`config.mk`:
```
export PLATFORM = sky130hd
export DESIGN_NAME = irq_nest_ctrl
export DESIGN_NICKNAME = d
export VERILOG_FILES = /design/src/rtl/irq_nest_pkg.sv /design/src/rtl/irq_grp_pick.sv /design/src/rtl/irq_save_stack.sv /design/src/rtl/irq_nest_ctrl.sv
export SDC_FILE = /design/constraint.sdc
export NUM_CORES = 1
export LEC_CHECK = 0
export ABC_CLOCK_PERIOD_IN_PS = 7500
export BUFFER_PORTS_ARGS = -buffer_cell sky130_fd_sc_hd__buf_2
export CAP_MARGIN = 20
export CORE_ASPECT_RATIO = 1.4
export CORE_MARGIN = 1.5
export CORE_UTILIZATION = 50
export DETAILED_ROUTE_END_ITERATION = 10
export PLACE_DENSITY = 0.78
export SLEW_MARGIN = 15
export SYNTH_ARGS = -nofsm -noshare
export SYNTH_HDL_FRONTEND = slang
export SYNTH_SLANG_ARGS = --single-unit
```
`constraint.sdc`:
```
create_clock -name clk -period 7.5 [get_ports clk]
set_input_delay 0 -clock clk [delete_from_list [all_inputs] [get_ports clk]]
set_output_delay 0 -clock clk [all_outputs]
set_load 0.05 [all_outputs]
```
`src/rtl/irq_nest_pkg.sv`:
```
// Shared constants and types for the nested interrupt sequencer.
// Assumes internal sources occupy a contiguous vector range starting at
// INT_VEC_BASE, directly above the external ones.
package irq_nest_pkg;
    localparam int VEC_W        = 12;
    localparam int INT_VEC_BASE = 3;
    typedef logic [VEC_W-1:0] vec_t;
endpackage

```
`src/rtl/irq_grp_pick.sv`:
```
// Priority picker: chooses the highest-numbered requesting group, reports
// whether it outranks the running level, and forms its vector address.
// Assumes NUM_GRP-1 <= INT_VEC_BASE so external vectors do not overlap.
module irq_grp_pick
    import irq_nest_pkg::*;
#(
    parameter int NUM_GRP = 4,
    parameter int NUM_INT = 10,
    parameter int CAUSE_W = 4,
    localparam int GW     = (NUM_GRP > 1) ? $clog2(NUM_GRP) : 1,
    localparam int LVL_W  = $clog2(NUM_GRP + 1)
) (
    input  logic               clk,
    input  logic               rst_n,
    input  logic [NUM_GRP-1:0] req,
    input  logic [CAUSE_W-1:0] cause,
    input  logic [LVL_W-1:0]   cur_lvl,
    output logic               hit,
    output logic [GW-1:0]      win_grp,
    output logic [LVL_W-1:0]   win_lvl,
    output vec_t               vec
);
    logic any_req;

    // Priority encode: later (higher) indices overwrite earlier ones.
    always_comb begin
        win_grp = '0;
        any_req = 1'b0;
        for (int g = 0; g < NUM_GRP; g++) begin
            if (req[g]) begin
                win_grp = GW'(g);
                any_req = 1'b1;
            end
        end
    end

    // Level of the winner and whether it may pre-empt the running level.
    always_comb begin
        win_lvl = LVL_W'(win_grp) + LVL_W'(1);
        hit     = any_req && (win_lvl > cur_lvl);
    end

    // Vector: external groups map to their index, top group to base+cause.
    always_comb begin
        if (win_grp == GW'(NUM_GRP - 1)) begin
            if (int'(cause) > NUM_INT - 1)
                vec = vec_t'(INT_VEC_BASE + NUM_INT - 1);
            else
                vec = vec_t'(INT_VEC_BASE) + vec_t'(cause);
        end else begin
            vec = vec_t'(win_grp);
        end
    end

    // the winner requests and no higher-numbered group does.
    p_top_winner_r3: assert property (@(posedge clk) disable iff (!rst_n)
        hit |-> (req[win_grp] && ((req >> win_grp) == NUM_GRP'(1))));

    // every produced vector stays inside the defined vector space.
    p_vec_range_r6: assert property (@(posedge clk) disable iff (!rst_n)
        hit |-> (int'(vec) <= INT_VEC_BASE + NUM_INT - 1));
endmodule

```
`src/rtl/irq_save_stack.sv`:
```
// Return-state stack: one entry per nesting depth holding return PC and
// previous level. Assumes the caller never pushes and pops in one cycle.
module irq_save_stack #(
    parameter int DEPTH = 4,
    parameter int PC_W  = 16,
    parameter int LVL_W = 3,
    localparam int SP_W = $clog2(DEPTH + 1)
) (
    input  logic             clk,
    input  logic             rst_n,
    input  logic             push,
    input  logic             pop,
    input  logic [PC_W-1:0]  push_pc,
    input  logic [LVL_W-1:0] push_lvl,
    output logic [PC_W-1:0]  top_pc,
    output logic [LVL_W-1:0] top_lvl,
    output logic             empty,
    output logic             full
);
    logic [SP_W-1:0]  sp_q;
    logic [PC_W-1:0]  pc_mem  [DEPTH];
    logic [LVL_W-1:0] lvl_mem [DEPTH];

    assign empty = (sp_q == '0);
    assign full  = (sp_q == SP_W'(DEPTH));

    // Stack pointer: counts saved entries.
    always_ff @(posedge clk) begin
        if (!rst_n)    sp_q <= '0;
        else if (push) sp_q <= sp_q + SP_W'(1);
        else if (pop)  sp_q <= sp_q - SP_W'(1);
    end

    // One register pair per slot, written when the pointer selects it.
    for (genvar i = 0; i < DEPTH; i++) begin : g_slot
        always_ff @(posedge clk) begin
            if (!rst_n) begin
                pc_mem[i]  <= '0;
                lvl_mem[i] <= '0;
            end else if (push && sp_q == SP_W'(i)) begin
                pc_mem[i]  <= push_pc;
                lvl_mem[i] <= push_lvl;
            end
        end
    end

    // Top-of-stack read mux.
    always_comb begin
        top_pc  = '0;
        top_lvl = '0;
        for (int i = 0; i < DEPTH; i++) begin
            if (sp_q == SP_W'(i + 1)) begin
                top_pc  = pc_mem[i];
                top_lvl = lvl_mem[i];
            end
        end
    end

    // nesting never exceeds the slot count.
    p_no_overflow_r7: assert property (@(posedge clk) disable iff (!rst_n)
        push |-> !full);

    // a pop is only issued with something saved.
    p_pop_nonempty_r9: assert property (@(posedge clk) disable iff (!rst_n)
        pop |-> !empty);
endmodule

```
`src/rtl/irq_nest_ctrl.sv`:
```
// Nested interrupt sequencer top. Samples level requests at instruction
// boundaries, saves return state, redirects to a vector, acknowledges the
// winner a cycle later and restores state on return. Assumes ret_pulse
// and insn_bound are single-cycle strobes from the core.
module irq_nest_ctrl
    import irq_nest_pkg::*;
#(
    parameter int NUM_GRP = 4,
    parameter int NUM_INT = 10,
    parameter int CAUSE_W = 4,
    parameter int PC_W    = 16,
    parameter int PS_W    = 16,
    parameter int IE_POS  = 9
) (
    input  logic               clk,
    input  logic               rst_n,
    input  logic [NUM_GRP-1:0] req_i,
    input  logic [CAUSE_W-1:0] cause_i,
    input  logic               insn_bound,
    input  logic [PC_W-1:0]    pc_i,
    input  logic               ret_pulse,
    input  logic               en_set,
    input  logic               en_clr,
    output logic               take_o,
    output logic [11:0]        vec_o,
    output logic [NUM_GRP-1:0] ack_o,
    output logic               resume_o,
    output logic [PC_W-1:0]    ret_pc_o,
    output logic [PS_W-1:0]    status_o
);
    localparam int GW    = (NUM_GRP > 1) ? $clog2(NUM_GRP) : 1;
    localparam int LVL_W = $clog2(NUM_GRP + 1);

    logic               ie_q;
    logic [LVL_W-1:0]   lvl_q;
    logic               hit;
    logic [GW-1:0]      win_grp;
    logic [LVL_W-1:0]   win_lvl;
    vec_t               win_vec;
    logic               stk_empty, stk_full;
    logic [PC_W-1:0]    top_pc;
    logic [LVL_W-1:0]   top_lvl;
    logic               pop_c, take_c;
    logic [NUM_GRP-1:0] pend_q;
    vec_t               vec_q;

    irq_grp_pick #(.NUM_GRP(NUM_GRP), .NUM_INT(NUM_INT), .CAUSE_W(CAUSE_W)) u_pick (
        .clk(clk), .rst_n(rst_n), .req(req_i), .cause(cause_i), .cur_lvl(lvl_q),
        .hit(hit), .win_grp(win_grp), .win_lvl(win_lvl), .vec(win_vec)
    );

    irq_save_stack #(.DEPTH(NUM_GRP), .PC_W(PC_W), .LVL_W(LVL_W)) u_stack (
        .clk(clk), .rst_n(rst_n), .push(take_c), .pop(pop_c),
        .push_pc(pc_i), .push_lvl(lvl_q),
        .top_pc(top_pc), .top_lvl(top_lvl), .empty(stk_empty), .full(stk_full)
    );

    // Accept/return decision: a return on the same boundary wins.
    always_comb begin
        pop_c  = ret_pulse && !stk_empty;
        take_c = insn_bound && ie_q && hit && !pop_c;
    end

    // Event outputs: redirect, deferred acknowledge and resume.
    always_ff @(posedge clk) begin
        if (!rst_n) begin
            take_o   <= 1'b0;
            vec_q    <= '0;
            pend_q   <= '0;
            ack_o    <= '0;
            resume_o <= 1'b0;
            ret_pc_o <= '0;
        end else begin
            take_o   <= take_c;
            pend_q   <= take_c ? (NUM_GRP'(1) << win_grp) : '0;
            ack_o    <= pend_q;
            resume_o <= pop_c;
            if (take_c) vec_q    <= win_vec;
            if (pop_c)  ret_pc_o <= top_pc;
        end
    end

    // Processor-status state: enable bit and running level.
    always_ff @(posedge clk) begin
        if (!rst_n) begin
            ie_q  <= 1'b0;
            lvl_q <= '0;
        end else if (take_c) begin
            ie_q  <= 1'b0;
            lvl_q <= win_lvl;
        end else if (pop_c) begin
            ie_q  <= 1'b1;
            lvl_q <= top_lvl;
        end else if (en_clr) begin
            ie_q  <= 1'b0;
        end else if (en_set) begin
            ie_q  <= 1'b1;
        end
    end

    // Status word assembly.
    always_comb begin
        status_o                = '0;
        status_o[IE_POS]        = ie_q;
        status_o[LVL_W-1:0]     = lvl_q;
        vec_o                   = vec_q;
    end

    // a redirect only follows an enabled boundary.
    p_take_gate_r2: assert property (@(posedge clk) disable iff (!rst_n)
        take_o |-> ($past(ie_q) && $past(insn_bound)));

    // entering a routine leaves interrupts disabled.
    p_ie_off_r4: assert property (@(posedge clk) disable iff (!rst_n)
        take_o |-> !ie_q);

    // acknowledge follows a redirect and is one-hot.
    p_ack_after_r5: assert property (@(posedge clk) disable iff (!rst_n)
        take_o |=> ($countones(ack_o) == 1));

    // acknowledge lasts one cycle.
    p_ack_single_r5: assert property (@(posedge clk) disable iff (!rst_n)
        (ack_o != '0) |=> (ack_o == '0));

    // acceptance raises the level.
    p_lvl_up_r7: assert property (@(posedge clk) disable iff (!rst_n)
        take_o |-> (lvl_q > $past(lvl_q)));

    // a return re-enables interrupts.
    p_resume_ie_r8: assert property (@(posedge clk) disable iff (!rst_n)
        resume_o |-> ie_q);

    // a valid return suppresses acceptance on that edge.
    p_ret_wins_r10: assert property (@(posedge clk) disable iff (!rst_n)
        (ret_pulse && !stk_empty) |=> !take_o);
endmodule

```
==> results of run 1 <==
## power by group through the flow
stage / Sequential (mW) / Combinational [mW] / Clock, mW
floorplan: 0.931 / 0.308 / 0
global placement: 0.792 / 0.575 / 0
detailed placement: 0.796 / 0.582 / 0
CTS: 0.784 / 0.602 / 0.770
global route: 0.791 / 0.649 / 0.805
finish: 0.784 / 0.606 / 0.766
## flip-flops by register name, indices dropped and copies added, names as in the netlist
register         count
ie_q                 1
ret_pc_o            16
vec_o                5
u_stack.sp_q         3
pend_q               4
lvl_q                3
take_o               1
u_stack.pc_mem      64
u_stack.lvl_mem     12
ack_o                4
resume_o             1
## timing repair
| action | 4_1_cts | 5_1_grt |
|---|---|---|
| buffers inserted | 0 | 0 |
| gates resized for setup | 0 | 0 |
| hold buffers | 26 | 0 |
| hold endpoints to repair | 72 | 0 |
## logic make-up after synthesis
logic type,count (synthesis),share of synthesized area
AND/OR/NAND/NOR,129,0.152
AO/OA/AOI/OAI,118,0.163
flip-flops,114,0.594
buffers and inverters,62,0.0609
adder cells (fa/ha/maj),11,0.0269
multiplexers,1,0.00196
other,1,0.000733
## layout make-up
cell class              instances  area share
well taps                     135      0.0267
clock buffers                  29      0.0892
inverters                      15     0.00892
repair buffers                 94      0.0983
multi-input cells             278       0.293
clock inverters                 3     0.00238
flip-flops and latches        114       0.482
## worst min-delay path by stage
stage / depth (start not counted) / to / slack [ns]
final: 4 / vec_o[2] / 0.04
after global routing: 3 / vec_o[0] / 0.05
after CTS: 4 / vec_o[2] / 0.03
after detailed placement: 3 / pend_q[1] / 0.31
after global placement: 3 / pend_q[1] / 0.30
after floorplan: 2 / pend_q[1] / 0.13
## per-stage QoR
| stage | area [um^2] | power (mW) | hold slack [ns] | setup WS [ns] |
|---|---|---|---|---|
| final | 6310 | 2.16 | 0.0378 | 3.99 |
| after CTS | 6310 | 2.16 | 0.0329 | 3.98 |
| after global placement | 5470 | 1.37 | 0.299 | 4.22 |
| after floorplan | 5190 | 1.24 | 0.131 | 3.74 |
| after detailed placement | 5470 | 1.38 | 0.308 | 3.99 |
| after global routing | 6310 | 2.24 | 0.0479 | 3.78 |
## routing by layer
layer / track usage / vias to the layer above / routed length (um) / share of wire
met4: 0.110 / 0 / 266 / 0.022
met2: 0.427 / 151 / 6440 / 0.54
met5: 0 / - / 0 / 0
met1: 0.257 / 1804 / 4560 / 0.38
met3: 0.0686 / 25 / 750 / 0.062
li1: - / 1733 / - / -
## cell usage in the layout (no fill, tap or decap), types with 8 or more instances in the layout
master          n
a21oi_1        36
a221o_1        16
and2_1         73
buf_2          60
buf_4           8
clkbuf_16      19
conb_1         19
dfxtp_1        38
dlygate4sd3_1  26
edfxtp_1       76
ha_1           11
inv_1          14
nand2_1        12
nor2_1         11
nor3_1         13
o211ai_1       17
o21ai_0        20
## critical path, stage by stage (launching register included)
cell and delay, ns:
dfxtp_1 0.41, inv_1 0.15, ha_1 0.79, inv_1 0.62, o21ai_1 0.87, buf_4 0.35
==> results by group, run 1 <==
Logic synthesis
  – Count leader, synth: edfxtp_1
  – Library cells used by synthesis: 43
  – Post-synthesis area per instance: 11.7 um^2
  – Post-synthesis sequential area ratio: 0.594
  – Mapped Cells: between 400 and 500
  – Cell Area, Synth: 5120 um^2
  – Ys flop type: edfxtp_1
  – Synth area leader: edfxtp_1
  – Top-area cell type share of the netlist area: 0.446
  – Most area-consuming cells after synthesis: edfxtp_1 (45%), dfxtp_1 (15%), and2_1 (8.9%)
  – Seq cells post-synth: 114
  – EDFF count, synth: between 70 and 80
  – Async S/R FF share, synth: 0
  – Yosys warning count: 0
  – Post-synth top cells: edfxtp_1 (76), and2_1 (73), dfxtp_1 (38)

Floorplan
  – Placement row count: between 40 and 50
  – Initial Utilization: 0.514
  – Die H: about 120 um
  – I/O pin cnt: 80
  – Die Width: 88.5 um
  – Core area: ~10000 um^2
  – Die area: 10900 um^2

Finish
  – Antenna cells: 0
  – Sequential cell area: approximately 3000 um^2
  – Share of cells above drive strength 1: 0.199
  – Cell Count, Final, Fillers Out: about 670
  – Post-layout util: 0.634
  – Footprint of the multi-input gates: between 1500 and 2000 um^2
  – Synthesis-to-finish area growth: 23.4%
  – Final #Nets: between 500 and 600
  – Fillcell total: 775

Critical path
  – Crit path launch: u_stack.sp_q[2]
  – CP Launch Type: flip-flop
  – Crit-path max FO: 23
  – Reg2Reg Setup Slack: 3.99 ns
  – R2r startpoint: u_stack.sp_q[2]
  – Critical path type: reg -> reg
  – Worst reg2reg path depth: 5
  – Setup crit end kind: flip-flop
  – Worst EP arrival: 3.62 ns
  – Worst reg2reg endpoint: u_stack.pc_mem[3][0]
  – Critical Path RT: 7.61 ns
  – Critical Path End: u_stack.pc_mem[3][0]

Power
  – Seq pwr share: 0.364
  – Leak pwr: 2.56 nW
  – Pwr dens: 341 nW/um^2
  – Power Internal: ~1.4 mW
  – Comb power frac: 0.281
  – Peak supply drop: between 0.2 and 0.25 mV
  – Switching power total: 0.739 mW
  – Clock Power Share: 0.355
  – Switching Share: 0.343

CTS
  – Bufs on Longest Clock Path: 2
  – Clock root cell: clkbuf_16
  – Htree depth: 4
  – CTS Buf Count: 17
  – Worst-Skew Late Latency: 0.41 ns
  – Clock transition at the registers of the reported paths: 0.05 ns
  – CTS tree: done
  – Sinks on Clock Net: 114

Flow run
  – Maxcap violations: 0

Global route
  – First-pass GRT wire length: 18600 um
  – Initial antenna violation count: 0
  – Overflow after GRT: 0
  – Number of global-route vias before repair: roughly 3700
  – All-Layer GR Usage: 0.239
  – Largest net degree at the start of global routing: 36

STA
  – Final Hold Viols: 0
  – Fin Setup TNS: 0 ns
  – Minimum clock period: 3.51 ns
  – Slew Viols, Final: 0
  – RSZ-0062 raised after global routing: no
  – Final Cycle Share: 0.468
  – Finish-stage setup viols: 0
  – Final worst clock skew: 0.00923 ns
  – Fmax achieved: 285 MHz
  – Worst slew pin tran: 1.09 ns
  – Slew Limit Headroom: 0.268

Place
  – Inst Count DP: 609
  – Port buffer count: 60
  – Dpl hpwl: 7370 um
  – RD Place Congestion: 0.837

Routing
  – Post-route ant nets: 0
  – Residual DRC: 0
  – Via count: 3713
  – Drt pass-1 iters: 4
  – Initial DRC count: 252
  – WL per Instance: 18.0 um
  – Detailed-route wire length: 12000 um
  – Via-to-Cell Ratio: 5.56

Worst hold path
  – Hold crit path type: in -> reg
  – Hold Startpoint: cause_i[2]

Status
  – Status: complete, no violations
(Power assumes the default switching activity.)
==> inputs of run 2 (changes only) <==
Settings changed: ABC_AREA set to 1, ABC_CLOCK_PERIOD_IN_PS 7500 to 2900, PLACE_DENSITY 0.78 to 0.8.
Clock period 7.5 ns to 2.9 ns, I/O delays scaled along.
==> results by group, run 2 <==
Floorplan
  – Initial Utilization: 0.518
  – I/O pin cnt: 80
  – Die Width: between 90 and 100 um
  – Placement row count: 44
  – Core area: 10500 um^2
  – Die area: 11500 um^2
  – Die H: 126 um

Logic synthesis
  – Simple-gate share of the synthesized area: 0.287
  – Post-synthesis sequential area ratio: 0.559
  – Post-synthesis area per instance: 9.29 um^2
  – Top-area cell type share of the netlist area: 0.419
  – Async S/R FF share, synth: 0
  – Largest family of logic cells by synthesized area: simple AND/OR/NAND/NOR gates
  – Cell Area, Synth: 5450 um^2
  – Xor and xnor fraction of the mapped netlist area: 0.00161
  – Seq cells post-synth: 114
  – Yosys warning count: 0
  – Post-synth top cells: nand2_1 (105), nor2_1 (103), edfxtp_1 (76)
  – Mapped Cells: ~590
  – Count leader, synth: nand2_1
  – Mux cell area share after synthesis: 0
  – Synth Area in Compound Gates: 0.0271
  – Synth area leader: edfxtp_1
  – Ys flop type: edfxtp_1
  – EDFF count, synth: 76
  – Adder-Cell Fraction of Synth Area: 0.0253
  – Most area-consuming cells after synthesis: edfxtp_1 (42%), dfxtp_1 (14%), nand2_1 (7.2%)
  – Library cells used by synthesis: 37

Critical path
  – CP Launch Type: primary input
  – Critical path type: in -> reg
  – Setup crit end kind: flip-flop
  – Crit-path max FO: 19
  – R2r startpoint: lvl_q[2]
  – Crit-path cells: dlygate4sd3_1 > buf_2 > a21oi_1 > inv_1 > ha_1 > nand3_1 > nand2_1 > nor2_8 > nand2_4 > nor2_8 > inv_1 > o21ai_1 > buf_4
  – CP max-delay cell: dlygate4sd3_1
  – Crit path launch: req_i[3]
  – Max stage delay on crit path: between 0.5 and 0.6 ns
  – Worst path buffer plus inverter count: 5
  – Critical Path RT: 2.99 ns
  – Worst EP arrival: 2.66 ns
  – Largest delay contributor family on the critical path: buffers and inverters

Routing
  – Via count: ~4200
  – Initial DRC count: 284
  – Drt pass-1 iters: 5
  – Post-route ant nets: 0
  – Via-to-Cell Ratio: 5.08
  – Residual DRC: 0
  – WL per Instance: 15.0 um
  – Detailed-route wire length: about 12000 um

STA
  – Final worst clock skew: approximately 0.0065 ns
  – Final Cycle Share: 0.888
  – Finish-stage setup viols: 0
  – Worst hold slack: ~0.03 ns
  – Slew Viols, Final: 0
  – Final Hold Viols: 0
  – Slew Limit Headroom: 0.429
  – RSZ-0062 raised after global routing: no
  – Worst slew pin tran: ~0.86 ns
  – Fmax achieved: 389 MHz
  – Minimum clock period: between 2 and 3 ns

Status
  – Status: complete, no violations

Global route
  – Number of global-route vias before repair: 4180
  – Met2 Track Usage GR: 0.397
  – Met1 Resource Use GR: 0.234
  – Overflow after GRT: 0
  – Grt met3 use: 0.0528
  – GRT Max-Usage Layer: met2
  – Largest net degree at the start of global routing: 37
  – All-Layer GR Usage: 0.223
  – First-pass GRT wire length: roughly 20000 um
  – Initial antenna violation count: 0

CTS
  – CTS Buf Count: 17
  – Worst-Skew Late Latency: around 0.41 ns
  – CTS tree: done
  – Clock root cell: clkbuf_16
  – Htree depth: 4
  – Sinks on Clock Net: approximately 110
  – Bufs on Longest Clock Path: 2
  – Clock transition at the registers of the reported paths: 0.05 ns

Flow run
  – Maxcap violations: 0

Finish
  – Cell Count, Final, Fillers Out: 820
  – Top Registers: u_stack.pc_mem x64, ret_pc_o x16, u_stack.lvl_mem x12
  – Fillcell total: 826
  – Max reg flops: 64
  – Sequential cell area: 3040 um^2
  – Most frequent cells in the layout: nand2_1 (105), nor2_1 (103), edfxtp_1 (76)
  – Synthesis-to-finish area growth: 19.2%
  – Antenna cells: 0
  – Share of cells above drive strength 1: 0.201
  – Final #Nets: 710
  – Footprint of the multi-input gates: 1930 um^2
  – Post-layout util: 0.617
  – Biggest register: u_stack.pc_mem
  – Commonest non-fill, non-tap cell in the layout: nand2_1

Power
  – Pwr Total: 5.46 mW
  – Leak pwr: between 2 and 3 nW
  – Pwr dens: 841 nW/um^2
  – Peak supply drop: 0.415 mV

Worst hold path
  – Hold crit path type: in -> reg
  – Hold Startpoint: rst_n

Place
  – RD Place Congestion: 0.932
  – Inst Count DP: 767
  – Port buffer count: 60
  – Dpl hpwl: 7790 um
## run 2: changes by cell type in the layout (fill, tap and decap cells not counted), moves of 20 or more
cell     change
inv_1       +45
nand2_1     +93
nand3_1     +59
a21oi_1     -27
nor2_2      +20
nor2_1      +92
and2_1      -73
## run 2: through the flow
stage	setup TNS (ns)	worst slack, ns	cell area (um^2)
finish	0	0.326	6490
global route	0	0.166	6490
CTS	0	0.359	6490
detailed placement	0	0.509	5760
global placement	0	0.603	5760
floorplan	-11.80	-0.303	5510
## run 2: kinds of logic (layout without fill, tap and decap cells)
logic type,after synthesis,in the layout
DFF,114,114
AOI/OAI and AO/OA,25,25
xor gates and xnor gates,1,1
adders and majority gates,11,11
buffers and inverters,108,186
other,1,19
and+or+nand+nor,326,326
## run 2: layer usage
metal | routed length, um | vias to the layer above
met1 | 4610 | 1939
met4 | 374 | 0
met2 | 6580 | 186
li1 | - | 2006
met3 | 700 | 34
met5 | 0 | -
## run 2: final cells by class
cell class	instances	share of cell area
clock buffers	24	0.0696
clock inverters	8	0.0100
inverters	65	0.0399
multi-input cells	382	0.297
flip-flops and latches	114	0.469
well taps	138	0.0266
repair buffers	89	0.0879
## run 2: worst reg2reg max path, stage by stage, from the launching register on
cell	delay [ns]
dfxtp_1	0.34
inv_1	0.11
ha_1	0.35
nand3_1	0.10
nand2_1	0.12
nor2_8	0.16
nand2_4	0.11
nor2_8	0.18
inv_1	0.17
o21ai_1	0.16
buf_4	0.30
## run 2: timing repair
item | CTS | global route
setup buffers | 0 | 0
endpoints found under the hold margin | 70 | 0
resized for setup | 0 | 0
hold buffers | 21 | 0
## run 2: worst paths after layout
| check | slack, ns | endpoint | cells after the start |
|---|---|---|---|
| setup / recovery | 0.33 | u_stack.pc_mem[1][12] | 13 |
| hold / removal | 0.03 | ack_o[0] | 3 |
| setup reg to reg | 0.47 | u_stack.pc_mem[1][12] | 10 |
| hold reg to reg | 0.41 | ack_o[2] | 2 |
## run 2: power by group
part           switching, mW  leakage (nW)  total (mW)  internal, mW
registers             0.0869          1.09        2.00          1.91
logic                   1.20          1.58        1.62         0.423
clock network          0.678         0.251        1.84          1.16
==> inputs of run 3 (changes only) <==
Settings changed: SYNTH_HIERARCHICAL set to 1.
==> results by group, run 3 <==
CTS
  – Sinks on Clock Net: around 120
  – CTS tree: done
  – Htree depth: 4
  – Clock transition at the registers of the reported paths: around 0.05 ns
  – Bufs on Longest Clock Path: 2
  – Worst-Skew Late Latency: 0.41 ns
  – CTS Buf Count: 17
  – Clock root cell: clkbuf_16

Power
  – Seq pwr share: 0.346
  – Leak pwr: between 3 and 4 nW
  – Power Internal: 3.92 mW
  – Clock Power Share: 0.329
  – Switching power total: 2.31 mW
  – Pwr Total: 6.23 mW
  – Switching Share: 0.371
  – Pwr dens: 886 nW/um^2
  – Peak supply drop: 0.399 mV
  – Comb power frac: 0.325

Critical path
  – CP Launch Type: primary input
  – Worst reg2reg path depth: 12
  – Worst EP arrival: 2.83 ns
  – Worst path most repeated cell: nand2_1
  – Worst path buffer plus inverter count: 5
  – Worst reg2reg endpoint: u_stack/pc_mem[0][12]
  – Critical Path RT: 2.98 ns
  – Levels on crit path: 17
  – Setup crit end kind: flip-flop
  – Crit-path max FO: 19
  – Crit-path cells: dlygate4sd3_1 > buf_2 > inv_1 > nand2_1 > nand2_1 > ha_1 > ha_1 > nand2_1 > nor2_1 > nor2_1 > nor2_2 > nand3_2 > nor2_4 > buf_4 > nand2_1 > nand2_1 > buf_4
  – CP max-delay cell: dlygate4sd3_1
  – Reg2Reg Setup Slack: between 0.4 and 0.5 ns
  – R2r startpoint: lvl_q[2]
  – Max stage delay on crit path: 0.53 ns
  – Largest delay contributor family on the critical path: buffers and inverters
  – Critical path type: in -> reg

Worst hold path
  – Hold Startpoint: req_i[3]
  – Hold crit path type: in -> reg
  – Hold worst-path end: pend_q[2]
  – Hold path depth: 4

Global route
  – Met2 Track Usage GR: 0.376
  – All-Layer GR Usage: 0.216
  – Grt met3 use: 0.0536
  – Met1 Resource Use GR: 0.230
  – GRT Max-Usage Layer: met2
  – First-pass GRT wire length: 19900 um
  – Initial antenna violation count: 0
  – Number of global-route vias before repair: ~4500
  – Largest net degree at the start of global routing: 39
  – Overflow after GRT: 0

Place
  – Inst Count DP: 879
  – Dpl hpwl: 8150 um
  – DP Worst Slack: 0.356 ns
  – RD Place Congestion: a little over 0.9
  – Port buffer count: 67

STA
  – Slew Viols, Final: 0
  – Fmax achieved: 364 MHz
  – Final Cycle Share: 0.947
  – Final Hold Viols: 0
  – Worst hold slack: 0.0300 ns
  – Fin Setup TNS: 0 ns
  – Finish-stage setup viols: 0
  – Setup ws final: 0.154 ns
  – Minimum clock period: between 2 and 3 ns
  – Slew Limit Headroom: 0.502
  – Final worst clock skew: 0.00632 ns
  – RSZ-0062 raised after global routing: no
  – Worst slew pin tran: 0.745 ns

Floorplan
  – I/O pin cnt: 80
  – Die H: roughly 130 um
  – Initial Utilization: 0.511
  – Core area: 11300 um^2
  – Placement row count: 46
  – Die area: 12200 um^2
  – Die Width: roughly 94 um

Finish
  – Final #Nets: roughly 820
  – Commonest non-fill, non-tap cell in the layout: nor2_1
  – Biggest register: u_stack/pc_mem
  – Top Registers: u_stack/pc_mem x64, ret_pc_o x16
  – Synthesis-to-finish area growth: 22.0%
  – Share of cells above drive strength 1: 0.174
  – Max reg flops: 64
  – Cell Count, Final, Fillers Out: 937
  – Most frequent cells in the layout: nor2_1 (179), nand2_1 (138), edfxtp_1 (76)
  – Antenna cells: 0

Logic synthesis
  – Count leader, synth: nor2_1
  – Seq cells post-synth: roughly 120
  – Mapped Cells: 689
  – Post-synthesis area per instance: 8.36 um^2
  – Cell Area, Synth: 5760 um^2
  – Top-area cell type share of the netlist area: 0.396
  – Library cells used by synthesis: 27
  – Post-synth top cells: nor2_1 (179), nand2_1 (138), edfxtp_1 (76)
  – Ys flop type: edfxtp_1
  – Synth area leader: edfxtp_1
  – Most area-consuming cells after synthesis: edfxtp_1 (40%), dfxtp_1 (16%), nor2_1 (12%)
  – EDFF count, synth: 76
  – Async S/R FF share, synth: 0
  – Post-synthesis sequential area ratio: 0.553
  – Yosys warning count: 6

Routing
  – Post-route ant nets: 0
  – Residual DRC: 0
  – Drt pass-1 iters: 5
  – Via count: 4621
  – Detailed-route wire length: about 13000 um
  – Via-to-Cell Ratio: 4.93
  – WL per Instance: roughly 13 um
  – Initial DRC count: 292

Flow run
  – Maxcap violations: 0

Status
  – Status: complete, no violations
run 3: changes by cell type after synthesis, sizes merged, moves of 4 or more:
cell,delta
nand4,-6
nand3,+4
clkbuf,-9
nand2,+30
nor3,+4
a21oi,-4
dfxtp,+7
nor2,+57
inv,+12
o21ai,+7
or2,-16
buf,+19
run 3: worst register-to-register path: stages (launching register included):
cell     delay [ns]
dfxtp_1        0.39
inv_1          0.07
ha_1           0.32
nand2_1        0.07
nor2_1         0.13
nor2_1         0.07
nor2_2         0.12
nand3_2        0.15
nor2_4         0.22
buf_4          0.15
nand2_1        0.05
nand2_1        0.05
buf_4          0.29
run 3: cell families (layout without fill, tap and decap cells):
group | count (synthesis) | after routing | synth area share
adder cells (fa/ha/maj) | 12 | 12 | 0.0261
flip-flops | 121 | 121 | 0.553
buffers and inverters | 130 | 216 | 0.109
AND/OR/NAND/NOR | 398 | 398 | 0.287
other | 2 | 20 | 0.00130
AO/OA/AOI/OAI | 26 | 26 | 0.0239
run 3: how the worst max path moves through the flow:
stage	start	end	slack, ns
floorplan	lvl_q[2]	u_stack/lvl_mem[1][3]	0.04
global placement	req_i[3]	u_stack/pc_mem[1][3]	0.46
detailed placement	req_i[3]	u_stack/pc_mem[1][30]	0.36
CTS	req_i[2]	u_stack/pc_mem[1][21]	0.17
global route	req_i[2]	u_stack/pc_mem[1][3]	0.009
finish	req_i[2]	u_stack/pc_mem[0][12]	0.15
run 3: timing repair:
action                                 in CTS  in global routing
buffers inserted                            0                  3
gates resized for setup                     0                  1
endpoints found under the hold margin      67                  0
hold buffers                               23                  0
setup endpoints to repair                   0                 35
run 3: through the flow:
| step | util | area (um^2) |
|---|---|---|
| CTS | 0.620 | 7000 |
| detailed placement | 0.546 | 6160 |
| global route | 0.623 | 7030 |
| floorplan | - | 5830 |
| global placement | 0.546 | 6160 |
| finish | 0.623 | 7030 |
run 3: cell type report:
type / count / area, um^2
clock inverter: 8 / 52.6
clock buffer: 24 / 549
timing repair buffer: 107 / 743
tap: 144 / 180
sequential: 121 / 3180
fill: 964 / 4250
inverter: 77 / 292
multi-input combinational: 456 / 2030
run 3: power by group through the flow:
stage               sequential [mW]  clock [mW]  combinational [mW]
floorplan                      2.59           0                1.14
global placement               2.18           0                1.94
detailed placement             2.19           0                1.97
CTS                            2.16        2.07                2.01
global route                   2.18        2.15                2.23
finish                         2.16        2.05                2.02
run 3: per-layer routing:
metal	vias up	part of all wire	wire, um
met5	-	0	0
met3	47	0.054	671
met2	175	0.52	6460
li1	2310	-	-
met4	0	0.040	501
met1	2089	0.39	4900
